$ cat config.mk
export PLATFORM = sky130hd
export DESIGN_NAME = batt_sleep_ctrl
export DESIGN_NICKNAME = d
export VERILOG_FILES = /design/src/rtl/bsc_pkg.sv /design/src/rtl/bsc_bus_watch.sv /design/src/rtl/bsc_wake_timer.sv /design/src/rtl/bsc_sleep_fsm.sv /design/src/rtl/batt_sleep_ctrl.sv
export SDC_FILE = /design/constraint.sdc
export NUM_CORES = 1
export LEC_CHECK = 0
export ABC_CLOCK_PERIOD_IN_PS = 7870
export BUFFER_PORTS_ARGS = -buffer_cell sky130_fd_sc_hd__buf_2
export CAP_MARGIN = 25
export CORE_ASPECT_RATIO = 1.4
export CORE_UTILIZATION = 59
export DETAILED_ROUTE_END_ITERATION = 12
export PLACE_DENSITY = 0.93
export SYNTH_ARGS = -nofsm -noshare
export SYNTH_HDL_FRONTEND = slang
export SYNTH_SLANG_ARGS = --single-unit
$ cat constraint.sdc
create_clock -name clk -period 7.87 [get_ports clk]
set_clock_uncertainty 0.15 [all_clocks]
set_input_delay 0.3935 -clock clk [delete_from_list [all_inputs] [get_ports clk]]
set_output_delay 0.3935 -clock clk [all_outputs]
set_load 0.1 [all_outputs]
$ cat src/rtl/bsc_pkg.sv
package bsc_pkg;
  typedef enum logic {
    ST_AWAKE  = 1'b0,
    ST_ASLEEP = 1'b1
  } slp_state_e;

  // configuration bit that inhibits sleep entry
  localparam int CFG_NOSLEEP_BIT = 4;
  // number of wake timers
  localparam int N_TMR = 2;
endpackage

$ cat src/rtl/bsc_bus_watch.sv
module bsc_bus_watch #(
  parameter int IDLE_TICKS = 16,
  localparam int CW = $clog2(IDLE_TICKS + 1)
) (
  input  logic clk,
  input  logic rst_n,
  input  logic tick_i,
  input  logic scl_i,
  input  logic sda_i,
  output logic rise_o,
  output logic idle_o
);
  logic [1:0]    scl_sync, sda_sync;
  logic          scl_q, sda_q;
  logic [CW-1:0] low_cnt;
  logic          any_high;

  always_ff @(posedge clk) begin
    if (!rst_n) begin
      scl_sync <= '0;
      sda_sync <= '0;
      scl_q    <= 1'b0;
      sda_q    <= 1'b0;
    end else begin
      scl_sync <= {scl_sync[0], scl_i};
      sda_sync <= {sda_sync[0], sda_i};
      scl_q    <= scl_sync[1];
      sda_q    <= sda_sync[1];
    end
  end

  assign any_high = scl_sync[1] | sda_sync[1];
  assign rise_o   = (scl_sync[1] & ~scl_q) | (sda_sync[1] & ~sda_q);

  always_ff @(posedge clk) begin
    if (!rst_n)
      low_cnt <= '0;
    else if (any_high)
      low_cnt <= '0;
    else if (tick_i && low_cnt != CW'(IDLE_TICKS))
      low_cnt <= low_cnt + CW'(1);
  end

  assign idle_o = (low_cnt == CW'(IDLE_TICKS));

  AST_IDLE_NEEDS_TICK: assert property (@(posedge clk) disable iff (!rst_n)
    $rose(idle_o) |-> $past(tick_i));
  AST_IDLE_LINES_LOW: assert property (@(posedge clk) disable iff (!rst_n)
    idle_o |-> $past(!any_high));
endmodule

$ cat src/rtl/bsc_wake_timer.sv
module bsc_wake_timer #(
  parameter int PER_W = 16
) (
  input  logic             clk,
  input  logic             rst_n,
  input  logic             run_i,
  input  logic             tick_i,
  input  logic [PER_W-1:0] period_i,
  output logic             pulse_o
);
  logic [PER_W-1:0] cnt;
  logic [PER_W:0]   nxt;
  logic             fire;

  assign nxt  = {1'b0, cnt} + (PER_W+1)'(1);
  assign fire = nxt >= {1'b0, period_i};

  always_ff @(posedge clk) begin
    if (!rst_n || !run_i) begin
      cnt     <= '0;
      pulse_o <= 1'b0;
    end else begin
      pulse_o <= 1'b0;
      if (tick_i) begin
        if (fire) begin
          cnt     <= '0;
          pulse_o <= 1'b1;
        end else begin
          cnt <= nxt[PER_W-1:0];
        end
      end
    end
  end

  AST_PULSE_ON_TICK: assert property (@(posedge clk) disable iff (!rst_n)
    pulse_o |-> $past(run_i && tick_i));
  AST_PULSE_SINGLE: assert property (@(posedge clk) disable iff (!rst_n)
    pulse_o |=> !pulse_o || $past(tick_i));
  AST_TMR_RESTART: assert property (@(posedge clk) disable iff (!rst_n)
    !run_i |=> (cnt == '0));
endmodule

$ cat src/rtl/bsc_sleep_fsm.sv
module bsc_sleep_fsm
  import bsc_pkg::*;
(
  input  logic clk,
  input  logic rst_n,
  input  logic bus_idle_i,
  input  logic bus_rise_i,
  input  logic cur_valid_i,
  input  logic cur_below_i,
  input  logic inhibit_i,
  output logic asleep_o,
  output logic run_o
);
  slp_state_e state;
  logic       cur_low;
  logic       exit_now;
  logic       enter_now;

  always_ff @(posedge clk) begin
    if (!rst_n)
      cur_low <= 1'b0;
    else if (cur_valid_i)
      cur_low <= cur_below_i;
  end

  assign exit_now  = (state == ST_ASLEEP) &&
                     (bus_rise_i || (cur_valid_i && !cur_below_i));
  assign enter_now = (state == ST_AWAKE) && bus_idle_i && cur_low && !inhibit_i;

  always_ff @(posedge clk) begin
    if (!rst_n)
      state <= ST_AWAKE;
    else if (enter_now)
      state <= ST_ASLEEP;
    else if (exit_now)
      state <= ST_AWAKE;
  end

  assign asleep_o = (state == ST_ASLEEP);
  assign run_o    = asleep_o && !exit_now;

  AST_ENTRY_QUAL: assert property (@(posedge clk) disable iff (!rst_n)
    $rose(asleep_o) |-> $past(bus_idle_i && cur_low && !inhibit_i));
  AST_BUS_WAKE: assert property (@(posedge clk) disable iff (!rst_n)
    (asleep_o && bus_rise_i) |=> !asleep_o);
  AST_CUR_WAKE: assert property (@(posedge clk) disable iff (!rst_n)
    (asleep_o && cur_valid_i && !cur_below_i) |=> !asleep_o);
  AST_INHIBIT: assert property (@(posedge clk) disable iff (!rst_n)
    (!asleep_o && inhibit_i) |=> !asleep_o);
endmodule

$ cat src/rtl/batt_sleep_ctrl.sv
module batt_sleep_ctrl
  import bsc_pkg::*;
#(
  parameter int CUR_W          = 16,
  parameter int PER_W          = 16,
  parameter int CFG_W          = 16,
  parameter int BUS_IDLE_TICKS = 16
) (
  input  logic             clk,
  input  logic             rst_n,
  input  logic             tick_i,
  input  logic             scl_i,
  input  logic             sda_i,
  input  logic             cur_valid_i,
  input  logic [CUR_W-1:0] cur_mag_i,
  input  logic [CUR_W-1:0] cur_thr_i,
  input  logic [CFG_W-1:0] misc_cfg_i,
  input  logic [PER_W-1:0] vt_period_i,
  input  logic [PER_W-1:0] ci_period_i,
  output logic             asleep_o,
  output logic             vt_req_o,
  output logic             cur_req_o
);
  logic                        bus_rise, bus_idle, run;
  logic                        cur_below;
  logic [N_TMR-1:0][PER_W-1:0] periods;
  logic [N_TMR-1:0]            pulses;
  logic                        unused_cfg;

  assign cur_below  = cur_mag_i < cur_thr_i;
  assign unused_cfg = ^{misc_cfg_i[CFG_W-1:CFG_NOSLEEP_BIT+1],
                        misc_cfg_i[CFG_NOSLEEP_BIT-1:0]};

  bsc_bus_watch #(.IDLE_TICKS(BUS_IDLE_TICKS)) u_bus (
    .clk    (clk),
    .rst_n  (rst_n),
    .tick_i (tick_i),
    .scl_i  (scl_i),
    .sda_i  (sda_i),
    .rise_o (bus_rise),
    .idle_o (bus_idle)
  );

  bsc_sleep_fsm u_fsm (
    .clk         (clk),
    .rst_n       (rst_n),
    .bus_idle_i  (bus_idle),
    .bus_rise_i  (bus_rise),
    .cur_valid_i (cur_valid_i),
    .cur_below_i (cur_below),
    .inhibit_i   (misc_cfg_i[CFG_NOSLEEP_BIT]),
    .asleep_o    (asleep_o),
    .run_o       (run)
  );

  assign periods[0] = vt_period_i;
  assign periods[1] = ci_period_i;

  for (genvar g = 0; g < N_TMR; g++) begin : g_tmr
    bsc_wake_timer #(.PER_W(PER_W)) u_tmr (
      .clk      (clk),
      .rst_n    (rst_n),
      .run_i    (run),
      .tick_i   (tick_i),
      .period_i (periods[g]),
      .pulse_o  (pulses[g])
    );
  end

  assign vt_req_o  = pulses[0];
  assign cur_req_o = pulses[1];

  AST_NO_AWAKE_REQ: assert property (@(posedge clk) disable iff (!rst_n)
    (vt_req_o || cur_req_o) |-> $past(asleep_o));
endmodule

# Word level (Yosys, flattened, before mapping)
# Cells that the tools add are included.
[word_totals]
reg_bits = 47
input_bits = 86
out_inout_bits = 3
word_cells = 51
[op_classes]
addsub = 3
magnitude_cmp = 3
eq_ne = 2
n_mux = 6
n_bitwise = 9
reduce_logical = 17
[op_table]
columns = ["op", "n"]
rows = [
  ["$add A16 B1 Y17 const B", 2],
  ["$ge A17 B16 Y1", 2],
  ["$mux W16", 2],
  ["$lt A16 B16 Y1", 1],
  ["$logic_and A1 B1 Y1", 7],
  ["$add A5 B1 Y5 const B", 1],
  ["$eq A5 B5 Y1 const B", 1],
  ["$logic_not A1 Y1", 5],
  ["$ne A5 B5 Y1 const B", 1],
  ["$not A1 Y1", 5],
  ["$mux W1", 4],
  ["$reduce_or A2 Y1", 2],
  ["$and A1 B1 Y1", 2],
  ["$logic_or A1 B1 Y1", 2],
  ["$or A1 B1 Y1", 2],
  ["$reduce_bool A2 Y1", 1],
]

# Longest topological paths before layout
# Gate-level depths: netlist of run 1.
[depth]
word_depth = 10
mapped_depth = 14
depth_no_buf = 12

# Cells and area by module
# From an unflattened synthesis of run 1, not the netlist that was laid out.
[hier_totals]
cells_unflattened = 394
hier_area_um2 = 3453.3
[modules_own_cells]
columns = ["mod", "instances", "cells_each", "area_per_inst_um2", "seq_area_each_um2"]
rows = [
  ["bsc_wake_timer", 2, 145, 1270.0, 340.3],
  ["bsc_bus_watch", 1, 44, 445.4, 220.2],
  ["batt_sleep_ctrl", 1, 52, 375.4, 0.0],
  ["bsc_sleep_fsm", 1, 8, 92.6, 40.0],
]

# Worst setup path before layout of run 1
# Ideal clock, no wire load.
[synth_timing]
path_kind = "flip-flop to flip-flop"
startpoint = "register g_tmr[1].u_tmr.cnt[6]"
endpoint = "register g_tmr[1].u_tmr.cnt[9]"
setup_ps = 74
arrival_ps = 3066
required_time_ps = 7646
path_slack_ps = 4580
stages_incl_launch_ff = 15
n_path_buf = 2
synth_period_minus_slack_ps = 3290
path_cell_list = "dfxtp_1 clkbuf_1 nand3_1 nor3_1 nand2_1 nor3_1 xor2_1 ha_1 nand4_1 nor2_1 a31o_2 a2111oi_4 buf_6 nand4b_1 a31oi_1"
[synth_via]
elab_chain_cells = 3
[synth_rtl]
columns = ["element", "line_no", "source"]
rows = [
  ["start: declaration", "bsc_wake_timer.sv:11", "logic [PER_W-1:0] cnt;"],
  ["start signal: assignment", "bsc_wake_timer.sv:29", "cnt <= nxt[PER_W-1:0];"],
  ["$add A16 B1 Y17 (*)", "bsc_wake_timer.sv:15", "assign nxt = {1'b0, cnt} + (PER_W+1)'(1);"],
  ["$ge A17 B16 Y1", "bsc_wake_timer.sv:16", "assign fire = nxt >= {1'b0, period_i};"],
  ["$mux W16 (*)", "bsc_wake_timer.sv:25", "if (fire) begin"],
]
# Every way passes the cells marked *; elsewhere a longest branch is shown, timed or not.
# A chain may end at the register's enable or synchronous reset.

# Worst setup path after layout of run 1
[layout_timing]
startpoint = "register g_tmr[1].u_tmr.cnt[2]"
endpoint = "register g_tmr[1].u_tmr.cnt[15]"
# The elaborated chain is that of the path after synthesis.

==> reports/metrics.yaml, run 1 <==
timing:
  worst_pin_slew_ns: 0.691
  finalHoldViolations: 0
  max_freq_mhz: 251
  setup_viol: 0
  finalCritPeriodShare_pct: 50.6
  setup_tns_ns: 0
  slew_headroom_pct: 54.0
  maxSlewViolCount: 0
  min_period_ns: 3.98
  grt_setup_unrepaired: "false"
drt:
  drt_iter0_drc: 138
  routed_wl_mm: 7.84
  via_per_inst: 5.76
  avgRoutedWirePerCell_um: 12.6
  dr.pass1.iters: 4
  ant_nets: 0
  drc: 0
  vias: 3580
placed_design:
  dp.cells: 614
  gp_congestion: 0.818
  place_area_sq_mm: 0.00412
  dp_hpwl_mm: 6.19
  io_buffers: 73
logic_synthesis:
  syn_area_per_cell_sq_um: 7.54
  yosys.cell_types.count: 43
  ys_seq_area_share_pct: 25.3
  syn_nets: 631
  postSynthCellCount: 494
  netlist_area_sq_mm: 0.00372
  yosys_warnings: 0
  ys_seq_elements: 47
worst_hold_path:
  hp-start: "scl_i"
  holdPathStages: 2
  min_path_type: "primary input to flop"
  holdPathEnd: "u_bus.scl_sync[0]"
clock_network:
  clockBufferDepth: 2
  cts_tree: "yes"
  clkSinkCount: 47
  clock-root-buffer: "clkbuf_8"
  ctsHoldBuffers: 0
  cts_setup_buffers: 0
  clk_latency_ns: 0.31
  post_cts_resized: 0
  cts_made_buffers: 5
  clk_pin_slew_ns: 0.09
  htreeDepth: 2
cells_and_area:
  area_growth_pct: 13.4
  post-route-util_pct: 70.5
  fill_cells: 469
  diodes: 0
  fin_area_sq_mm: 0.00422
  final_cells: 622
  num-nets-final: 688
  drive_above_1_share_pct: 16.3
worst_setup_path:
  end_kind: "flop"
  rrSetupSlack_ns: 3.89
  reg2reg_depth: 13
  start_kind: "flop"
  crit_path_max_fanout: 15
  cp.arrival_ns: 4.07
  critical_path_class: "flop to flop"
  r2r_end: "g_tmr[1].u_tmr.cnt[15]"
  cp_data_required_time_ns: 7.96
  rr_startpoint: "g_tmr[1].u_tmr.cnt[2]"
power:
  clockPowerShare_pct: 34.3
  peakVddDrop_uv: 110
  p_leak_nw: 1.94
  pwr-share-seq_pct: 52.9
  swShare_pct: 25.5
  switchingPower_mw: 0.116
  power_frac_comb_pct: 12.8
  report.power.total_mw: 0.456
  cell_internal_pwr_mw: 0.340
  pwr_density_cell_mw_per_mm2: 108
floorplan:
  row_count: 33
  die_w_um: 69.1
  start_util_pct: 62.2
  core_sq_mm: 0.00599
  dieArea_sq_mm: 0.00664
  die_height_um: 96.0
  ios: 89
global_routing:
  grt_max_degree: 30
  grt_pass1_vias: 3338
  grt_first_pass_wirelength_mm: 13.0
  grt_antenna_before_repair: 0
  grt_overflow: 0
  gr-usage-all-layers_pct: 23.6
run:
  drv_cap: 0
run_status:
  status: "completed"
-- critical path, cell delays in order, from the launching register on --
cell and delay [ns]:
dfxtp_1 0.46, nand3_1 0.22, nor3_1 0.60, nand2_1 0.11, nor3_1 0.34, xor2_1 0.18, ha_1 0.25, nand4_1 0.09
nor2_1 0.08, a31o_2 0.26, a2111oi_4 0.62, buf_6 0.25, nand4b_1 0.11, a31oi_1 0.19
-- cell usage in the layout, fill, tap and decap left out, types with 2 or more instances in the layout --
master,n
o21ai_1,2
and2_1,9
a21o_1,3
ha_1,51
a31oi_1,13
or3_1,2
and3_1,5
nor4_1,6
o211ai_1,7
xnor2_1,19
a21oi_1,36
a211oi_1,5
dfxtp_1,47
nand4_1,27
nor2b_1,7
nor3_1,12
nand2b_1,2
o21ai_0,10
buf_4,3
nand3_1,33
nand2_1,47
clkbuf_8,6
nand4b_1,5
buf_2,73
nor2_1,30
a211o_1,2
xor2_1,13
inv_1,56
nand3b_1,5
-- synth_stat cells --
master      n  area, sq um
or4_1       1         7.51
nor4_1      6         37.5
o32ai_1     1         8.76
o21ai_0    11         55.1
a31oi_1    13         81.3
a21oi_1    36          180
nor3b_1     1         7.51
buf_2       3         15.0
nand4_1    27          169
o21ba_2     1         10.0
ha_1       51          638
nand3b_1    5         37.5
a2111oi_4   1         27.5
and3_1      5         31.3
a2111oi_0   1         8.76
o41ai_1     1         8.76
a211oi_1    5         37.5
nor2b_1     7         43.8
buf_6       1         11.3
a31o_2      1         8.76
a2111o_1    1         11.3
a211o_1     2         17.5
dfxtp_1    47          941
or3_1       2         12.5
buf_1       2         7.51
o22ai_1     1         6.26
a21o_1      3         22.5
xor2_1     13          114
nand2b_1    2         12.5
nand2_1    47          176
a22oi_1     1         7.51
xnor2_1    19          166
buf_4       1         7.51
nor2_1     30          113
o21ai_1     1         5.00
nand4b_1    5         43.8
nor3_1     12         60.1
nand3_1    33          165
o211ai_1    7         52.6
inv_1      56          210
mux2i_1     1         10.0
and2_1      9         56.3
clkbuf_1   21         78.8
-- sequential cells by signal, summed over array words and instances (netlist names) --
register             cells
u_fsm.cur_low            1
u_fsm.asleep_o           1
u_bus.scl_q              1
u_bus.scl_sync           2
g_tmr.u_tmr.cnt         32
u_bus.sda_sync           2
u_bus.low_cnt            5
g_tmr.u_tmr.pulse_o      2
u_bus.sda_q              1
-- power groups by stage --
stage	registers, mW	clock network (mW)	logic, mW
4_1_cts	0.241	0.160	0.0590
3_3_place_gp	0.247	0	0.0553
6_report	0.241	0.157	0.0583
3_5_place_dp	0.247	0	0.0586
5_1_grt	0.242	0.170	0.0676
2_1_floorplan	0.247	0	0.0331
-- metrics by stage --
stage	setup slack [ns]	hold slack, ns
2_1_floorplan	4.58	0.262
3_3_place_gp	3.73	0.265
3_5_place_dp	3.95	0.276
4_1_cts	3.92	0.132
5_1_grt	3.60	0.134
6_report	3.89	0.138
-- metal layers --
layer | up-vias | global-route usage [%] | share of wire, %
li1 | 1841 | - | -
met1 | 1630 | 23.5 | 40
met2 | 96 | 48.1 | 54
met3 | 13 | 3.14 | 4.0
met4 | 0 | 10.9 | 1.8
met5 | - | 0 | 0
-- final cells by class --
class / count / area (sq um) / area share, %
well taps: 70 / 87.6 / 2.07
clock inverters: 2 / 16.3 / 0.385
flip-flops and latches: 47 / 941 / 22.3
inverters: 56 / 210 / 4.98
multi-input cells: 363 / 2460 / 58.2
clock buffers: 6 / 82.6 / 1.96
repair buffers: 78 / 427 / 10.1
-- kinds of logic (layout without fill, tap and decap cells) --
kind of cell | after synthesis | after routing | share of synthesized area (%)
simple gates | 192 | 192 | 26.2
mux | 1 | 1 | 0.269
fa+ha+maj | 51 | 51 | 17.1
flops | 47 | 47 | 25.3
compound gates | 87 | 87 | 14.8
buf+inv | 84 | 142 | 8.87
xor+xnor | 32 | 32 | 7.53
-- worst max-delay path by stage --
stage | end | start
global placement | g_tmr[1].u_tmr.cnt[8] | g_tmr[1].u_tmr.cnt[2]
floorplan | g_tmr[1].u_tmr.cnt[9] | g_tmr[1].u_tmr.cnt[6]
CTS | g_tmr[1].u_tmr.cnt[15] | g_tmr[1].u_tmr.cnt[2]
detailed placement | g_tmr[1].u_tmr.cnt[15] | g_tmr[1].u_tmr.cnt[2]
global route | g_tmr[1].u_tmr.cnt[3] | g_tmr[1].u_tmr.cnt[2]
finish | g_tmr[1].u_tmr.cnt[15] | g_tmr[1].u_tmr.cnt[2]
(Power assumes the default switching activity.)
==> run 2: changes to the inputs <==
ABC_CLOCK_PERIOD_IN_PS = 3900   (was 7870)
CORE_UTILIZATION = 55   (was 59)
PLACE_DENSITY = 0.88   (was 0.93)
clock period = 3.9 ns   (was 7.87 ns; I/O delays follow)
==> reports/metrics.yaml, run 2 (same netlist as run 1, synthesis figures left out) <==
cells_and_area:
  largest_reg_flops: 32  # unchanged
  diodes: 0  # unchanged
  area_growth_pct: 14.8
  max_flop_register: "g_tmr.u_tmr.cnt"
  final_cells: 631  # +1.4%
  reg_top3: "g_tmr.u_tmr.cnt (32), u_bus.low_cnt (5)"
  drive_above_1_share_pct: 16.5  # +0.21 points
  mostFrequentLayoutCells: "73 x buf_2, 56 x inv_1, 51 x ha_1"
  num-nets-final: 693  # +0.73%
  final_common_cell: "buf_2"
worst_setup_path:
  rrSetupSlack_ns: 0.32  # -3.57 ns
  reg2reg_depth: 12  # -1
  critical_path_class: "flop to flop"
  r2r_end: "g_tmr[1].u_tmr.cnt[15]"
  start_kind: "flop"
  startpoint: "g_tmr[1].u_tmr.cnt[1]"
  cp_data_required_time_ns: 3.98  # -3.98 ns
  crit_path_max_fanout: 25  # +10
  end_kind: "flop"
  cp.arrival_ns: 3.66  # -0.41 ns
  rr_startpoint: "g_tmr[1].u_tmr.cnt[1]"
  endpoint: "g_tmr[1].u_tmr.cnt[15]"
timing:
  setup_tns_ns: 0  # unchanged
  maxSlewViolCount: 0  # unchanged
  worst_pin_slew_ns: 1.04  # +0.352 ns
  max_freq_mhz: 279  # +11%
  slew_headroom_pct: 30.4  # -24 points
  grt_setup_unrepaired: "false"
  finalHoldViolations: 0  # unchanged
  min_period_ns: 3.58  # -0.400 ns
  finalCritPeriodShare_pct: 91.8  # +41 points
  setup_viol: 0  # unchanged
global_routing:
  gr-usage-all-layers_pct: 23.5  # -0.12 points
  grt_first_pass_wirelength_mm: 13.8  # +5.8%
  grt_overflow: 0  # unchanged
  grt_antenna_before_repair: 0  # unchanged
  grt_pass1_vias: 3377  # +1.2%
  grt_max_degree: 35  # +17%
placed_design:
  gp_congestion: 0.814  # -0.43%
  dp.cells: 620  # +0.98%
  dp_hpwl_mm: 6.19  # about the same
  io_buffers: 73  # unchanged
drt:
  drt_iter0_drc: 170  # +23%
  via_per_inst: 5.72  # -0.63%
  routed_wl_mm: 8.18  # +4.2%
  vias: 3609  # +0.81%
  dr.pass1.iters: 4  # unchanged
  drc: 0  # unchanged
  avgRoutedWirePerCell_um: 13.0  # +2.8%
  ant_nets: 0  # unchanged
run_status:
  status: "completed"
floorplan:
  ios: 89  # unchanged
  core_sq_mm: 0.00657  # +9.7%
  dieArea_sq_mm: 0.00711  # +7.1%
  start_util_pct: 56.7  # -5.5 points
  die_height_um: 99.3  # +3.5%
  row_count: 35  # +6.1%
  die_w_um: 71.5  # +3.5%
clock_network:
  htreeDepth: 2  # unchanged
  cts_made_buffers: 5  # unchanged
  clockBufferDepth: 2  # unchanged
  clkSinkCount: 47  # unchanged
  cts_tree: "yes"
  clk_latency_ns: 0.30  # about the same
  clock-root-buffer: "clkbuf_8"
  clk_pin_slew_ns: 0.09  # about the same
power:
  pwr_density_cell_mw_per_mm2: 216  # +100%
  peakVddDrop_uv: 178  # +62%
  p_leak_nw: 1.96  # +1.2%
worst_hold_path:
  min_path_type: "primary input to flop"
run:
  drv_cap: 0  # unchanged
==> run 2: cell count changes in the layout (fill, tap and decap cells not counted) <==
cell           delta
dlygate4sd3_1     +3
buf_4             +2
==> run 2: worst min-delay path by stage <==
stage | start | endpoint | slack [ns] | cells past startpoint
2_1_floorplan | rst_n | u_bus.scl_sync[0] | 0.17 | 1
6_report | rst_n | u_fsm.asleep_o | 0.06 | 3
3_5_place_dp | scl_i | u_bus.scl_sync[0] | 0.27 | 2
3_3_place_gp | sda_i | u_bus.sda_sync[0] | 0.26 | 2
5_1_grt | rst_n | u_fsm.asleep_o | 0.08 | 3
4_1_cts | rst_n | u_fsm.asleep_o | 0.06 | 3
==> run 2: where the power goes <==
part / leakage, nW / internal, mW / switching, mW
registers: 0.380 / 0.484 / 0.00241
logic: 1.53 / 0.0593 / 0.0610
clock network: 0.0474 / 0.145 / 0.169
total: 1.96 / 0.689 / 0.232
==> run 2: critical path, cell delays in order, from the launching register on <==
cell and delay (ns):
dfxtp_1 0.42, ha_1 0.35, nand3_1 0.24, nor2_1 0.22, xor2_1 0.23, ha_1 0.28, nand4_1 0.14, nor3_1 0.07
a2111o_1 0.43, a2111oi_4 0.38, buf_6 0.26, nand4b_1 0.13, a31oi_1 0.20
==> run 2: repair_timing <==
item	4_1_cts	5_1_grt
hold endpoints to repair	3	0
buffers inserted	0	0
gates resized for setup	0	1
endpoints found under the setup margin	0	1
hold buffers	3	0
==> run 2: per-layer routing <==
layer	vias to the layer above	wire length, um	GRT usage, %
met5	-	0	0
met4	0	127	7.99
met3	16	326	2.53
met2	105	4410	45.8
met1	1637	3310	25.8
li1	1851	-	-
==> run 2: per-stage QoR <==
stage	instance area, sq um	hold WS (ns)	utilization [%]	setup slack (ns)	total power [mW]
detailed placement	4140	0.267	63.0	0.325	0.617
finish	4270	0.0609	65.0	0.320	0.921
global route	4270	0.0768	65.0	0.0476	0.967
CTS	4270	0.0597	65.0	0.302	0.927
global placement	4110	0.258	62.6	0.501	0.609
floorplan	3720	0.167	-	0.610	0.564
==> run 2: final cells by class <==
type / instances / area, sq um
Tap cell: 74 / 92.6
Multi-Input combinational cell: 363 / 2460
Inverter: 56 / 210
Clock inverter: 2 / 16.3
Clock buffer: 6 / 82.6
Fill cell: 551 / 2300
Timing Repair Buffer: 83 / 472
Sequential cell: 47 / 941
